$ cat src/rtl/pcm_tx_pkg.sv
package pcm_tx_pkg;
  localparam int DIV_W  = 8;
  localparam int PER_W  = 12;
  localparam int WID_W  = 8;
  localparam int CH_W   = 3;
  localparam int DATA_W = 32;
  localparam int OFF_W  = 5;

  typedef struct packed {
    logic [PER_W-1:0] fper;
    logic [WID_W-1:0] fwid;
    logic             wlen32;
    logic             delay1;
    logic             dual;
    logic [CH_W-1:0]  chan;
  } frm_t;

  typedef struct packed {
    logic [DIV_W-1:0] div;
    logic             clk_inv;
    logic             fs_inv;
    frm_t             frm;
  } cfg_t;

  typedef struct packed {
    logic             act;
    logic [OFF_W-1:0] off;
  } slot_t;

  // Position of frame bit b inside the word slots of the frame.
  function automatic slot_t locate(logic [PER_W-1:0] b, frm_t f);
    logic [PER_W:0] bb, d, s1, rel, k, wl;
    slot_t s;
    bb = {1'b0, b};
    d  = (PER_W+1)'(f.delay1);
    s1 = (PER_W+1)'(f.fwid) + (PER_W+1)'(1) + d;
    wl = f.wlen32 ? (PER_W+1)'(32) : (PER_W+1)'(16);
    k  = '0;
    if (f.dual) begin
      rel   = (bb >= s1) ? (bb - s1) : (bb - d);
      s.act = (bb >= d) && (rel < wl);
    end else begin
      rel   = bb - d;
      k     = f.wlen32 ? (rel >> 5) : (rel >> 4);
      s.act = (bb >= d) && (k <= (PER_W+1)'(f.chan));
    end
    s.off = f.wlen32 ? rel[4:0] : {1'b0, rel[3:0]};
    return s;
  endfunction

  // The frame must hold every word it carries, and the divider must be at least 2.
  function automatic logic frame_ok(cfg_t c);
    logic [PER_W:0] fsz, n, need;
    fsz  = {1'b0, c.frm.fper} + (PER_W+1)'(1);
    n    = c.frm.dual ? (PER_W+1)'(2) : ((PER_W+1)'(c.frm.chan) + (PER_W+1)'(1));
    need = c.frm.wlen32 ? (n << 5) : (n << 4);
    return (c.div != '0) && (fsz >= need);
  endfunction
endpackage

$ cat src/rtl/pcm_tx_bitclk.sv
module pcm_tx_bitclk
  import pcm_tx_pkg::*;
#(
  parameter int DW = DIV_W
) (
  input  logic          clk,
  input  logic          rst,
  input  logic          run,
  input  logic          start,
  input  logic [DW-1:0] div,
  output logic          tick,
  output logic          hi
);
  logic [DW-1:0] cnt;
  logic [DW:0]   half;

  assign half = ({1'b0, div} + {{DW{1'b0}}, 1'b1}) >> 1;
  assign tick = run && (cnt == div);
  assign hi   = ({1'b0, cnt} >= half);

  always_ff @(posedge clk) begin
    if (rst)        cnt <= '0;
    else if (start) cnt <= '0;
    else if (run)   cnt <= tick ? '0 : cnt + 1'b1;
  end
endmodule

$ cat src/rtl/pcm_tx_framer.sv
module pcm_tx_framer
  import pcm_tx_pkg::*;
(
  input  logic             clk,
  input  logic             rst,
  input  logic             start,
  input  logic             adv,
  input  frm_t             frm,
  output logic             fs_act,
  output logic             cur_act,
  output logic [OFF_W-1:0] cur_off,
  output logic             load_slot
);
  logic [PER_W-1:0] bitn, nb;
  slot_t            cur, nxt;

  always_comb begin
    if (start)                nb = '0;
    else if (bitn == frm.fper) nb = '0;
    else                      nb = bitn + 1'b1;
  end

  assign cur       = locate(bitn, frm);
  assign nxt       = locate(nb, frm);
  assign cur_act   = cur.act;
  assign cur_off   = cur.off;
  assign load_slot = nxt.act && (nxt.off == '0);
  assign fs_act    = (bitn <= PER_W'(frm.fwid));

  always_ff @(posedge clk) begin
    if (rst)               bitn <= '0;
    else if (start || adv) bitn <= nb;
  end
endmodule

$ cat src/rtl/pcm_tx_word.sv
module pcm_tx_word
  import pcm_tx_pkg::*;
#(
  parameter int W = DATA_W
) (
  input  logic         clk,
  input  logic         rst,
  input  logic         clr,
  input  logic         load,
  input  logic         valid,
  input  logic [W-1:0] data,
  output logic [W-1:0] word_q,
  output logic         urun
);
  always_ff @(posedge clk) begin
    if (rst) begin
      word_q <= '0;
      urun   <= 1'b0;
    end else begin
      if (load) word_q <= valid ? data : '0;
      if (clr)                urun <= 1'b0;
      else if (load && !valid) urun <= 1'b1;
    end
  end
endmodule

$ cat src/rtl/pcm_serial_tx.sv
module pcm_serial_tx
  import pcm_tx_pkg::*;
(
  input  logic              clk,
  input  logic              rst,
  input  logic              en,
  input  logic [DIV_W-1:0]  cfg_div,
  input  logic [PER_W-1:0]  cfg_fper,
  input  logic [WID_W-1:0]  cfg_fwid,
  input  logic              cfg_wlen32,
  input  logic              cfg_delay1,
  input  logic              cfg_dual,
  input  logic [CH_W-1:0]   cfg_chan,
  input  logic              cfg_clk_inv,
  input  logic              cfg_fs_inv,
  input  logic              s_valid,
  input  logic [DATA_W-1:0] s_data,
  output logic              s_ready,
  output logic              bclk_o,
  output logic              fs_o,
  output logic              sd_o,
  output logic              cfg_err,
  output logic              underrun
);
  cfg_t              cfg_in, cfg_q;
  logic              run_q, err_q, run_go, start, ok;
  logic              tick, hi, fs_act, cur_act, load_slot, load;
  logic [OFF_W-1:0]  cur_off, idx;
  logic [DATA_W-1:0] word_q;
  logic              sd_bit;

  assign cfg_in.div        = cfg_div;
  assign cfg_in.clk_inv    = cfg_clk_inv;
  assign cfg_in.fs_inv     = cfg_fs_inv;
  assign cfg_in.frm.fper   = cfg_fper;
  assign cfg_in.frm.fwid   = cfg_fwid;
  assign cfg_in.frm.wlen32 = cfg_wlen32;
  assign cfg_in.frm.delay1 = cfg_delay1;
  assign cfg_in.frm.dual   = cfg_dual;
  assign cfg_in.frm.chan   = cfg_chan;

  assign ok     = frame_ok(cfg_q);
  assign run_go = run_q && en;
  assign start  = en && !run_q && !err_q && ok;
  assign load   = (start || tick) && load_slot;
  assign s_ready = load;

  pcm_tx_bitclk u_bitclk (
    .clk(clk), .rst(rst), .run(run_go), .start(start),
    .div(cfg_q.div), .tick(tick), .hi(hi)
  );

  pcm_tx_framer u_framer (
    .clk(clk), .rst(rst), .start(start), .adv(tick), .frm(cfg_q.frm),
    .fs_act(fs_act), .cur_act(cur_act), .cur_off(cur_off), .load_slot(load_slot)
  );

  pcm_tx_word u_word (
    .clk(clk), .rst(rst), .clr(!en), .load(load), .valid(s_valid),
    .data(s_data), .word_q(word_q), .urun(underrun)
  );

  assign idx    = (cfg_q.frm.wlen32 ? 5'd31 : 5'd15) - cur_off;
  assign sd_bit = cur_act && word_q[idx];

  always_ff @(posedge clk) begin
    if (rst) begin
      cfg_q  <= '0;
      run_q  <= 1'b0;
      err_q  <= 1'b0;
      bclk_o <= 1'b0;
      fs_o   <= 1'b0;
      sd_o   <= 1'b0;
    end else begin
      if (!en) begin
        cfg_q <= cfg_in;
        run_q <= 1'b0;
        err_q <= 1'b0;
      end else if (!run_q && !err_q) begin
        if (ok) run_q <= 1'b1;
        else    err_q <= 1'b1;
      end
      if (run_q) begin
        bclk_o <= hi ^ cfg_q.clk_inv;
        fs_o   <= fs_act ^ cfg_q.fs_inv;
        sd_o   <= sd_bit;
      end else begin
        bclk_o <= cfg_q.clk_inv;
        fs_o   <= cfg_q.fs_inv;
        sd_o   <= 1'b0;
      end
    end
  end

  assign cfg_err = err_q;
endmodule

$ cat config.mk
export PLATFORM = sky130hd
export DESIGN_NAME = pcm_serial_tx
export DESIGN_NICKNAME = d
export VERILOG_FILES = /design/src/rtl/pcm_tx_pkg.sv /design/src/rtl/pcm_tx_bitclk.sv /design/src/rtl/pcm_tx_framer.sv /design/src/rtl/pcm_tx_word.sv /design/src/rtl/pcm_serial_tx.sv
export SDC_FILE = /design/constraint.sdc
export NUM_CORES = 1
export LEC_CHECK = 0
export ABC_AREA = 1
export BUFFER_PORTS_ARGS = -buffer_cell sky130_fd_sc_hd__buf_4
export CAP_MARGIN = 10
export CORE_MARGIN = 3
export CORE_UTILIZATION = 33
export DETAILED_ROUTE_END_ITERATION = 16
export GPL_ROUTABILITY_DRIVEN = 0
export PLACE_DENSITY = 0.62
export SYNTH_ARGS = -nofsm -noshare
export SYNTH_HDL_FRONTEND = slang
export SYNTH_SLANG_ARGS = --single-unit
$ cat constraint.sdc
create_clock -name clk -period 6.9 [get_ports clk]
set_input_delay 0.345 -clock clk [delete_from_list [all_inputs] [get_ports clk]]
set_output_delay 0.345 -clock clk [all_outputs]
set_load 0.02 [all_outputs]
==> metrics.md, run 1 <==
| Metric | Value |
|---|---|
| Final ANT Viol Nets | `0` |
| Worst path top cell family by delay | `simple AND/OR/NAND/NOR gates` |
| Cell Pwr Density | `181 nW/um^2` |
| Post-synth top flop | `dfxtp_1` |
| Overall Power | `between 1.5 and 2 mW` |
| Area grow syn2layout | `13.1%` |
| Port-buffer cells | `77` |
| Startpoint types | `flop` |
| Worst vdd ir | `around 0.00013 V` |
| H-tree depth | `3` |
| Yosys reg bits | `94` |
| Levels on crit path | `33` |
| CP Class | `flop to output port` |
| Vias per cell | `4.91` |
| Clock Tree Buf Depth | `2` |
| Clock Skew | `~9.7 ps` |
| Final core occ | `0.383` |
| Share of cells above drive strength 1 | `0.147` |
| Core footprint | `23700 um^2` |
| Seq/Total Area, Yosys | `0.235` |
| Synthesized instance count | `1236` |
| Initial Utilization | `0.339` |
| Vias in the first global route | `~7300` |
| Ys async rst share | `0` |
| Die ar. | `between 20000 and 30000 um^2` |
| Ys Warns | `0` |
| CP Capture Type | `output port` |
| Mean Syn Cell Area | `roughly 6.5 um^2` |
| GR Overflow Total | `0` |
| Period minus WS final | `between 6000 and 7000 ps` |
| Place WS | `just over 700 ps` |
| P_leak | `4.36 nW` |
| Clk root buf | `clkbuf_16` |
| Number of remaining DRC errors | `0` |
| Die Ht | `~160 um` |
| Worst r2r path cells | `34` |
| CP max stage delay | `390 ps` |
| First-pass GRT wire length | `between 30000 and 40000 um` |
| Initial antenna violation count | `0` |
| Crit-path slowest cell | `dfxtp_1` |
| Worst EP arrival | `around 6000 ps` |
| Synth top area cells | `dfxtp_1 (23%), nand2_1 (14%), ha_1 (9.2%), nand3_1 (6.4%), inv_1 (6.3%)` |
| Mapped cell area | `8020 um^2` |
| Row count | `56` |
| CTS tree | `built` |
| Total negative slack | `0 ps` |
| DR WL/cell | `about 14 um` |
| # clock sinks | `94` |
| Hold_ws | `218 ps` |
| Maximum capacitance violations | `0` |
| Post-synth cell types | `between 50 and 60` |
| # setup viols final | `0` |
| Io pins | `roughly 80` |
| F_max | `157 MHz` |
| Cell total after placement | `~1600` |
| Initial DRC count | `about 460` |
| Routed wire length | `about 22000 um` |
| Yosys top cell by area | `dfxtp_1` |
| HPWL after DPL | `about 17000 um` |
| Worst-path clk slew | `about 70 ps` |
| Status | `finished clean` |
| Top-area cell type share of the netlist area | `0.235` |
| Final worst slack | `541 ps` |
| Via count | `between 7000 and 8000` |
| Fin crit share | `0.922` |
| Final instance area | `between 9000 and 10000 um^2` |
| RSZ-0062 raised after global routing | `false` |
| Critical Path RT | `~6600 ps` |
| Hold path cells | `3` |
| Relative slew slack | `0.301` |
| Most used cell, CP | `nand2_1` |
| Final hold violations | `0` |
| Total GRT Usage | `0.166` |
| Slew Limit Fails | `0` |
| Non-filler cells, final | `approximately 1600` |
| Nets | `between 1000 and 1500` |
| Antenna cell count | `0` |
| Post-place instance area | `about 8700 um^2` |
| Hold-fix buffers, CTS | `0` |
| EDFF count, synth | `0` |
| WP buf/inv | `3` |
| Critical Path Fanout Max | `27` |
| Num CTS Buffers | `9` |
| Measured slew at the worst slew-check pin | `1040 ps` |
| DIE WIDTH | `between 150 and 200 um` |
| Clk Latency, worst-skew pair | `between 300 and 400 ps` |
| Min-delay worst type | `input port to flop` |
| 1st-pass router iterations | `6` |
| Largest net degree at the start of global routing | `73` |
worst min-delay path, cell delays in order:
cell	delay (ps)
buf_4	70
o21ai_0	60
nor2_1	70
sequential cells by signal, summed over array words and instances (netlist names):
register and flops:
cfg_q 36, fs_o 1, sd_o 1, cfg_err 1, u_framer.bitn 12, u_bitclk.cnt 8, u_word.word_q 32, run_q 1
u_word.urun 1, bclk_o 1
report_power, final:
part	internal [mW]	switching, mW	total, mW	leakage, nW
Clock	0.320	0.225	0.545	0.150
Sequential	0.580	0.0360	0.616	0.770
Combinational	0.185	0.295	0.480	3.44
Total	1.09	0.556	1.64	4.36
path summary, 6_finish.rpt:
kind | slack [ps] | end | from
setup / recovery | 540 | s_ready | cfg_q[0]
hold / removal | 220 | cfg_q[32] | cfg_div[4]
setup reg to reg | 1210 | u_word.word_q[13] | cfg_q[0]
hold reg to reg | 460 | u_word.urun | u_word.urun
routing by layer:
| metal | up-vias | routed length (um) | global-route usage |
|---|---|---|---|
| met5 | - | 0 | 0 |
| met4 | 0 | 610 | 0.0644 |
| met3 | 41 | 991 | 0.0263 |
| met2 | 192 | 9980 | 0.268 |
| met1 | 3542 | 10400 | 0.222 |
| li1 | 4095 | - | - |
layout make-up:
type	count	area [um^2]
Timing Repair Buffer	80	601
Tap cell	319	399
Inverter	145	552
Fill cell	2629	14600
Clock buffer	10	229
Sequential cell	94	1880
Multi-Input combinational cell	950	5320
Clock inverter	6	92.6
cell usage after synthesis (15+ instances only):
cell type  number
a21oi_1        77
buf_2          15
clkbuf_1       21
dfxtp_1        94
ha_1           59
inv_1         135
nand2_1       301
nand3_1       103
nand4_1        16
nor2_1        106
nor2_2         41
nor3_1         18
o21ai_0        75
xnor2_1        22
xor2_1         37
cell families after synthesis:
logic type / synth area share
DFF: 0.235
buffers and inverters: 0.104
adders and majority gates: 0.0970
AOI/OAI and AO/OA: 0.129
muxes: 0.00250
xor gates and xnor gates: 0.0665
and+or+nand+nor: 0.365
other: 0.000468
cell usage in the layout (no fill, tap or decap), types with 4 or more instances in the layout:
| cell | synthesis | final |
|---|---|---|
| nor2_1 | 106 | 106 |
| nand3b_1 | 5 | 5 |
| buf_4 | 6 | 80 |
| nor3_1 | 18 | 18 |
| nor2_4 | 5 | 6 |
| nand2_2 | 12 | 12 |
| nor4_1 | 8 | 8 |
| xnor2_1 | 22 | 22 |
| nand2_1 | 301 | 301 |
| xor2_1 | 37 | 37 |
| nand2_4 | 4 | 4 |
| a21oi_1 | 77 | 77 |
| inv_1 | 135 | 135 |
| ha_1 | 59 | 59 |
| nor2_2 | 41 | 41 |
| nand3_1 | 103 | 103 |
| o211ai_1 | 11 | 11 |
| o21ai_2 | 5 | 5 |
| nand4_1 | 16 | 16 |
| dfxtp_1 | 94 | 92 |
| o21ai_0 | 75 | 75 |
| inv_2 | 8 | 9 |
| clkbuf_16 | 0 | 9 |
| a211oi_1 | 4 | 4 |
what timing repair did:
action | CTS | global route
setup buffers | 0 | 1
gates resized for setup | 0 | 3
endpoints found under the setup margin | 0 | 1
Power figures use the tool's default switching activity.
==> inputs of run 2 (changes only) <==
--- a/config.mk
+++ b/config.mk
@@ -12,7 +12,7 @@
 export CORE_UTILIZATION = 33
 export DETAILED_ROUTE_END_ITERATION = 16
 export GPL_ROUTABILITY_DRIVEN = 0
-export PLACE_DENSITY = 0.62
+export PLACE_DENSITY = 0.56
 export SYNTH_ARGS = -nofsm -noshare
 export SYNTH_HDL_FRONTEND = slang
 export SYNTH_SLANG_ARGS = --single-unit
==> run 2 against run 1 <==
  * Sequential share of layout area about the same
  * Final cell count is 0.37% higher
  * Global-route usage up 0.62 points
  * Wire length increased by 4.0%
  * First-iteration DRC count up 14%
  * Critical path type unchanged
  * Largest power group unchanged
  * Highest routed layer unchanged
==> metrics.md, run 2 (synthesis results as in run 1) <==
| Metric | Value |
|---|---|
| Top Registers | `cfg_q (36), u_word.word_q (32), u_framer.bitn (12)` |
| Min-delay worst type | `input port to flop` |
| Initial Utilization | `0.339 (unchanged)` |
| Max FFs per register | `36 (unchanged)` |
| Number of remaining DRC errors | `0 (unchanged)` |
| Share of cells above drive strength 1 | `0.153 (+0.00551)` |
| CP Capture Type | `output port` |
| Worst vdd ir | `0.000113 V (-13%)` |
| Most common cell after layout, fill and taps aside | `nand2_1` |
| Hold_ws | `223 ps (+5.28 ps)` |
| Vias in the first global route | `7169 (-1.1%)` |
| 1st-pass router iterations | `5 (-1)` |
| Die Ht | `162 um (unchanged)` |
| Final ANT Viol Nets | `0 (unchanged)` |
| R2R setup slack | `1330 ps (+120 ps)` |
| Row count | `56 (unchanged)` |
| Critical Path RT | `6550 ps (about the same)` |
| DIE WIDTH | `162 um (unchanged)` |
| Nets | `1419 (+0.42%)` |
| Measured slew at the worst slew-check pin | `1080 ps (+39.9 ps)` |
| Clock Skew | `9.22 ps (-0.480 ps)` |
| Most used cell, CP | `nand2_1` |
| HPWL after DPL | `18000 um (+4.3%)` |
| CP Class | `flop to output port` |
| Port-buffer cells | `77 (unchanged)` |
| Initial antenna violation count | `0 (unchanged)` |
| Final core occ | `0.384 (+0.000898)` |
| Total GRT Usage | `0.172 (+0.00623)` |
| GR Overflow Total | `0 (unchanged)` |
| Area grow syn2layout | `13.4%` |
| Largest net degree at the start of global routing | `73 (unchanged)` |
| Cell total after placement | `1591 (+0.32%)` |
| H-tree depth | `3 (unchanged)` |
| Clock Tree Buf Depth | `2 (unchanged)` |
| Die ar. | `26200 um^2 (unchanged)` |
| Worst EP arrival | `5850 ps (-160 ps)` |
| Routed wire length | `22800 um (+4.0%)` |
| Antenna cell count | `0 (unchanged)` |
| Most frequent cells in the layout | `nand2_1 (301), inv_1 (135), nor2_1 (106), nand3_1 (103), dfxtp_1 (92)` |
| Core footprint | `23700 um^2 (unchanged)` |
| F_max | `161 MHz (+2.6%)` |
| # clock sinks | `94 (unchanged)` |
| Slew Limit Fails | `0 (unchanged)` |
| Clk root buf | `clkbuf_16` |
| Hold-fix buffers, CTS | `0 (unchanged)` |
| Most flop-heavy register | `cfg_q` |
| Cell Pwr Density | `174 nW/um^2 (-3.5%)` |
| Num CTS Buffers | `9 (unchanged)` |
| Startpoint types | `flop` |
| # setup viols final | `0 (unchanged)` |
| Crit-path slowest cell | `dfxtp_1` |
| Clk Latency, worst-skew pair | `360 ps (about the same)` |
| Final hold violations | `0 (unchanged)` |
| Vias per cell | `4.90 (-0.22%)` |
| Fin crit share | `0.898 (-0.0233)` |
| Non-filler cells, final | `1610 (+0.37%)` |
| Overall Power | `1.59 mW (-3.3%)` |
| Critical Path Fanout Max | `27 (unchanged)` |
| Relative slew slack | `0.281 (-0.0202)` |
| First-pass GRT wire length | `36800 um (+3.0%)` |
| Worst r2r path cells | `38 (+12%)` |
| Maximum capacitance violations | `0 (unchanged)` |
| Total negative slack | `0 ps (unchanged)` |
| Via count | `7882 (+0.15%)` |
| Worst-path clk slew | `70 ps (about the same)` |
| Period minus WS final | `6200 ps (-160 ps)` |
| Initial DRC count | `528 (+14%)` |
| Io pins | `78 (unchanged)` |
| P_leak | `4.37 nW (+0.26%)` |
| CP max stage delay | `370 ps (-20 ps)` |
| Status | `finished clean` |
| Hold path cells | `3 (unchanged)` |
| DR WL/cell | `14.2 um (+3.6%)` |
| CTS tree | `built` |
| RSZ-0062 raised after global routing | `false` |
run 2: power by group:
part	internal, mW	leakage [nW]	switching [mW]
registers	0.580	0.770	0.0359
clock network	0.249	0.126	0.238
logic	0.187	3.48	0.297
total	1.02	4.37	0.571
run 2: final cells by class:
class / instances / area [um^2]
Sequential cell: 94 / 1880
Inverter: 145 / 558
Multi-Input combinational cell: 950 / 5320
Tap cell: 319 / 399
Fill cell: 2652 / 14600
Timing Repair Buffer: 86 / 646
Clock buffer: 9 / 225
Clock inverter: 7 / 58.8
run 2: what timing repair did:
action / 4_1_cts / 5_1_grt
setup buffers: 0 / 2
resized for setup: 0 / 6
endpoints found under the setup margin: 0 / 1
run 2: final timing paths:
path | endpoint | start
worst max-delay path | s_ready | cfg_q[15]
worst min-delay path | cfg_q[27] | cfg_clk_inv
worst max register to register | u_word.word_q[21] | cfg_q[15]
worst min register to register | u_word.word_q[11] | u_word.word_q[11]
run 2: metal layers:
| metal | up-vias | GRT usage | wire length, um |
|---|---|---|---|
| met5 | - | 0 | 0 |
| met4 | 0 | 0.0531 | 420 |
| met3 | 25 | 0.0209 | 993 |
| met2 | 193 | 0.266 | 10200 |
| met1 | 3562 | 0.249 | 11200 |
| li1 | 4102 | - | - |
run 2: metrics by stage:
step | instance area, um^2 | worst slack, ps
2_1_floorplan | 8020 | 1800
3_3_place_gp | 8770 | 939
3_5_place_dp | 8770 | 739
4_1_cts | 9050 | 313
5_1_grt | 9090 | 21.7
6_report | 9090 | 702
run 2: worst max-delay path: cells and delay by family (launching register included):
family	cells	cell delay [ps]
buffers and inverters	4	590
and+or+nand+nor	21	2430
adders and majority gates	4	1020
AOI/OAI and AO/OA	7	850
DFF	1	370
xor gates and xnor gates	1	200
==> inputs of run 3 (changes only) <==
--- a/config.mk
+++ b/config.mk
@@ -5,14 +5,13 @@
 export SDC_FILE = /design/constraint.sdc
 export NUM_CORES = 1
 export LEC_CHECK = 0
-export ABC_AREA = 1
 export BUFFER_PORTS_ARGS = -buffer_cell sky130_fd_sc_hd__buf_4
 export CAP_MARGIN = 10
 export CORE_MARGIN = 3
 export CORE_UTILIZATION = 33
 export DETAILED_ROUTE_END_ITERATION = 16
 export GPL_ROUTABILITY_DRIVEN = 0
-export PLACE_DENSITY = 0.56
+export PLACE_DENSITY = 0.55
 export SYNTH_ARGS = -nofsm -noshare
 export SYNTH_HDL_FRONTEND = slang
 export SYNTH_SLANG_ARGS = --single-unit
==> run 3 against run 2 <==
  * Synthesized cell count decreased by 16%
  * Clock skew is essentially flat
  * Sequential cell count stayed put
  * First-iteration DRC count down 13%
  * Critical path type unchanged
  * Final cell count shrank 12%
  * Highest routed layer unchanged
==> metrics.md, run 3 <==
| Metric | Value |
|---|---|
| Status | `finished clean` |
| Gate power share | `0.290 (-0.015)` |
| Levels on crit path | `24 (-35%)` |
| Share of cells above drive strength 1 | `0.124 (-0.0282)` |
| Post-synth top flop | `dfxtp_1` |
| Die ar. | `27500 um^2 (+5.0%)` |
| Yosys top cell by area | `dfxtp_1` |
| P_leak | `3.77 nW (-14%)` |
| Non-filler cells, final | `1409 (-12%)` |
| WL met2 | `10700 um (+4.2%)` |
| CP Cell Sequence | `nand4_1 > nor2_1 > xor2_1 > ha_1 > a21oi_1 > a21boi_0 > o2111a_2 > or3_1 > nor2_1 > ha_1 > a21o_1 > and4b_1 > a32oi_1 > nand3b_1 > a21oi_2 > nand2_1 > nand2_1 > o21ai_0 > ha_1 > nor3_1 > nand4_1 > a21o_1 > a221oi_4 > buf_4` |
| Ys async rst share | `0 (unchanged)` |
| Cell Pwr Density | `160 nW/um^2 (-8.1%)` |
| Worst-path clk slew | `70 ps (about the same)` |
| Worst vdd ir | `0.0000995 V (-12%)` |
| Routed wire length | `23700 um (+4.0%)` |
| Worst path top cell family by delay | `simple AND/OR/NAND/NOR gates` |
| Clock Skew | `8.80 ps (-0.426 ps)` |
| Post-CTS Setup Inserts | `0 (unchanged)` |
| Die Ht | `166 um (+2.5%)` |
| Worst Setup SP | `cfg_q[15]` |
| Slew Limit Fails | `0 (unchanged)` |
| Synthesized instance count | `1043 (-16%)` |
| Antenna cell count | `0 (unchanged)` |
| Overall Power | `1.52 mW (-4.0%)` |
| Relative slew slack | `0.427 (+0.146)` |
| Synth top area cells | `dfxtp_1 (22%), mux2i_1 (11%), ha_1 (8.7%), xnor2_1 (5.3%), nor2_1 (4.2%)` |
| 1st-pass router iterations | `5 (unchanged)` |
| DR WL/cell | `16.8 um (+19%)` |
| Num CTS Buffers | `9 (unchanged)` |
| Most frequent cells in the layout | `mux2i_1 (96), nor2_1 (95), dfxtp_1 (94), buf_4 (90), nand2_1 (67)` |
| Largest net degree at the start of global routing | `67 (-8.2%)` |
| Total negative slack | `0 ps (unchanged)` |
| WL met1 | `11100 um (-0.34%)` |
| Critical Path Fanout Max | `6 (-78%)` |
| Final hold violations | `0 (unchanged)` |
| Most used cell, CP | `ha_1` |
| CP Class | `flop to output port` |
| Post-synth cell types | `87 (+58%)` |
| Startpoint types | `flop` |
| CTS tree | `built` |
| Mapped cell area | `8440 um^2 (+5.2%)` |
| Clock Power Share | `0.323 (+0.016)` |
| Top-area cell type share of the netlist area | `0.223 (-0.0117)` |
| Fill cell count | `2545 (-4.0%)` |
| Period minus WS final | `6390 ps (+194 ps)` |
| DIE WIDTH | `166 um (+2.5%)` |
| Port-buffer cells | `77 (unchanged)` |
| Area occupied by multi-input gates | `6070 um^2 (+14%)` |
| Ys Warns | `0 (unchanged)` |
| CP Capture Type | `output port` |
| Critical R2R Launch | `cfg_q[15]` |
| Sequential cell area | `1880 um^2 (-0.13%)` |
| WP buf/inv | `1 (-3)` |
| Row count | `57 (+1.8%)` |
| Io pins | `78 (unchanged)` |
| First-pass GRT wire length | `38400 um (+4.4%)` |
| Sw Ratio | `0.329 (-0.0309)` |
| R2R setup slack | `810 ps (-520 ps)` |
| RR Endpoint | `u_word.word_q[17]` |
| HPWL after DPL | `17900 um (-0.73%)` |
| Top cells by count, synth | `mux2i_1 (96), nor2_1 (95), dfxtp_1 (94)` |
| Area grow syn2layout | `12.5%` |
| Measured slew at the worst slew-check pin | `859 ps (-220 ps)` |
| Vias in the first global route | `7215 (+0.64%)` |
| H-tree depth | `3 (unchanged)` |
| Final ANT Viol Nets | `0 (unchanged)` |
| Nets | `1213 (-15%)` |
| Initial antenna violation count | `0 (unchanged)` |
| RSZ-0062 raised after global routing | `false` |
| Maximum capacitance violations | `0 (unchanged)` |
| Vias per cell | `5.40 (+10%)` |
| Most flop-heavy register | `cfg_q` |
| P_int | `1.02 mW (+0.59%)` |
| Most common cell after layout, fill and taps aside | `mux2i_1` |
| Total GRT Usage | `0.169 (-0.00283)` |
| Min-delay worst type | `input port to flop` |
| Sequential Power Share | `0.388 (about the same)` |
| Worst setup path endpoint | `s_ready` |
| Via count | `7605 (-3.5%)` |
| Max FFs per register | `36 (unchanged)` |
| Most frequent cell after synthesis | `mux2i_1` |
| Worst r2r path cells | `25 (-34%)` |
| Hold_ws | `210 ps (-13.6 ps)` |
| Critical Path RT | `6550 ps (about the same)` |
| # setup viols final | `0 (unchanged)` |
| Worst EP arrival | `6050 ps (+200 ps)` |
| Cell total after placement | `1393 (-12%)` |
| Initial DRC count | `462 (-13%)` |
| Yosys reg bits | `94 (unchanged)` |
| F_max | `156 MHz (-3.0%)` |
| Clock Tree Buf Depth | `2 (unchanged)` |
| Metal3 WL | `1100 um (+10%)` |
| Crit-path slowest cell | `or3_1` |
| Seq/Total Area, Yosys | `0.223 (-0.0117)` |
| Clk root buf | `clkbuf_16` |
| Hold path cells | `3 (unchanged)` |
| Switch Pwr | `0.501 mW (-12%)` |
| # clock sinks | `94 (unchanged)` |
| Core footprint | `24700 um^2 (+4.5%)` |
| Number of remaining DRC errors | `0 (unchanged)` |
| Clk Latency, worst-skew pair | `360 ps (about the same)` |
| Top layer in use | `met4` |
| Mean Syn Cell Area | `8.09 um^2 (+25%)` |
| Fin crit share | `0.926 (+0.0281)` |
| EDFF count, synth | `0 (unchanged)` |
| GR Overflow Total | `0 (unchanged)` |
| Top Registers | `cfg_q (36), u_word.word_q (32), u_framer.bitn (12)` |
| Initial Utilization | `0.341 (+0.00237)` |
| CP max stage delay | `400 ps (+30 ps)` |
-- run 3: cell types whose count changed after synthesis, sizes merged, moves of 16 or more --
| cell | delta |
|---|---|
| inv | -102 |
| nor2 | -57 |
| a21oi | -38 |
| clkbuf | +17 |
| mux2i | +94 |
| nand3 | -78 |
| nand2b | +44 |
| xnor2 | +29 |
| nand2 | -249 |
| a21o | +16 |
| o21ai | -45 |
| nand3b | +31 |
-- run 3: cells by family (layout without fill, tap and decap cells) --
group           count (synthesis)  after routing  share of synthesized area
compound gates                192            192                      0.159
xor+xnor                       82             82                     0.0851
fa+ha+maj                      62             62                     0.0934
buf+inv                       108            149                     0.0586
flops                          94             94                      0.223
mux                           100            100                      0.119
other cells                     1              2                   0.000444
simple gates                  404            404                      0.262
-- run 3: how the worst min path moves through the flow --
| stage | endpoint | startpoint | slack, ps |
|---|---|---|---|
| floorplan | u_word.word_q[4] | u_word.word_q[4] | 440 |
| global route | cfg_q[24] | cfg_fper[10] | 210 |
| global placement | u_word.word_q[20] | u_word.word_q[20] | 460 |
| CTS | cfg_q[11] | cfg_fwid[5] | 200 |
| finish | cfg_q[29] | cfg_div[1] | 210 |
| detailed placement | u_word.word_q[4] | u_word.word_q[4] | 460 |
-- run 3: final cells by class --
type / count / share of cell area
clock inverter: 5 / 0.00435
tap: 324 / 0.0427
timing repair buffer: 91 / 0.0733
inverter: 42 / 0.0166
multi-input combinational: 842 / 0.639
sequential: 94 / 0.198
clock buffer: 11 / 0.0256
-- run 3: what timing repair did --
item	CTS	global route
resized for setup	0	2
hold buffers	0	0
setup endpoints to repair	0	1
-- run 3: metal layers --
| metal | up-vias | GRT usage |
|---|---|---|
| met5 | - | 0 |
| met4 | 0 | 0.0687 |
| met3 | 42 | 0.0250 |
| met2 | 224 | 0.271 |
| met1 | 3519 | 0.229 |
| li1 | 3820 | - |
-- run 3: per-stage QoR --
| step | utilization | area (um^2) | setup WS (ps) |
|---|---|---|---|
| floorplan | - | 8440 | 884 |
| global placement | 0.372 | 9210 | 880 |
| detailed placement | 0.372 | 9210 | 798 |
| CTS | 0.384 | 9490 | 438 |
| global route | 0.384 | 9500 | 33.7 |
| finish | 0.384 | 9500 | 508 |
-- run 3: power groups by stage --
stage	clock network [mW]	logic, mW	registers (mW)
5_1_grt	0.528	0.487	0.594
6_report	0.491	0.441	0.590
3_5_place_dp	0	0.438	0.603
2_1_floorplan	0	0.332	0.591
4_1_cts	0.507	0.440	0.590
3_3_place_gp	0	0.436	0.603
-- run 3: tightest hold or removal path, stage by stage --
cell	delay, ps
buf_4	70
mux2i_1	50
nor2_1	70
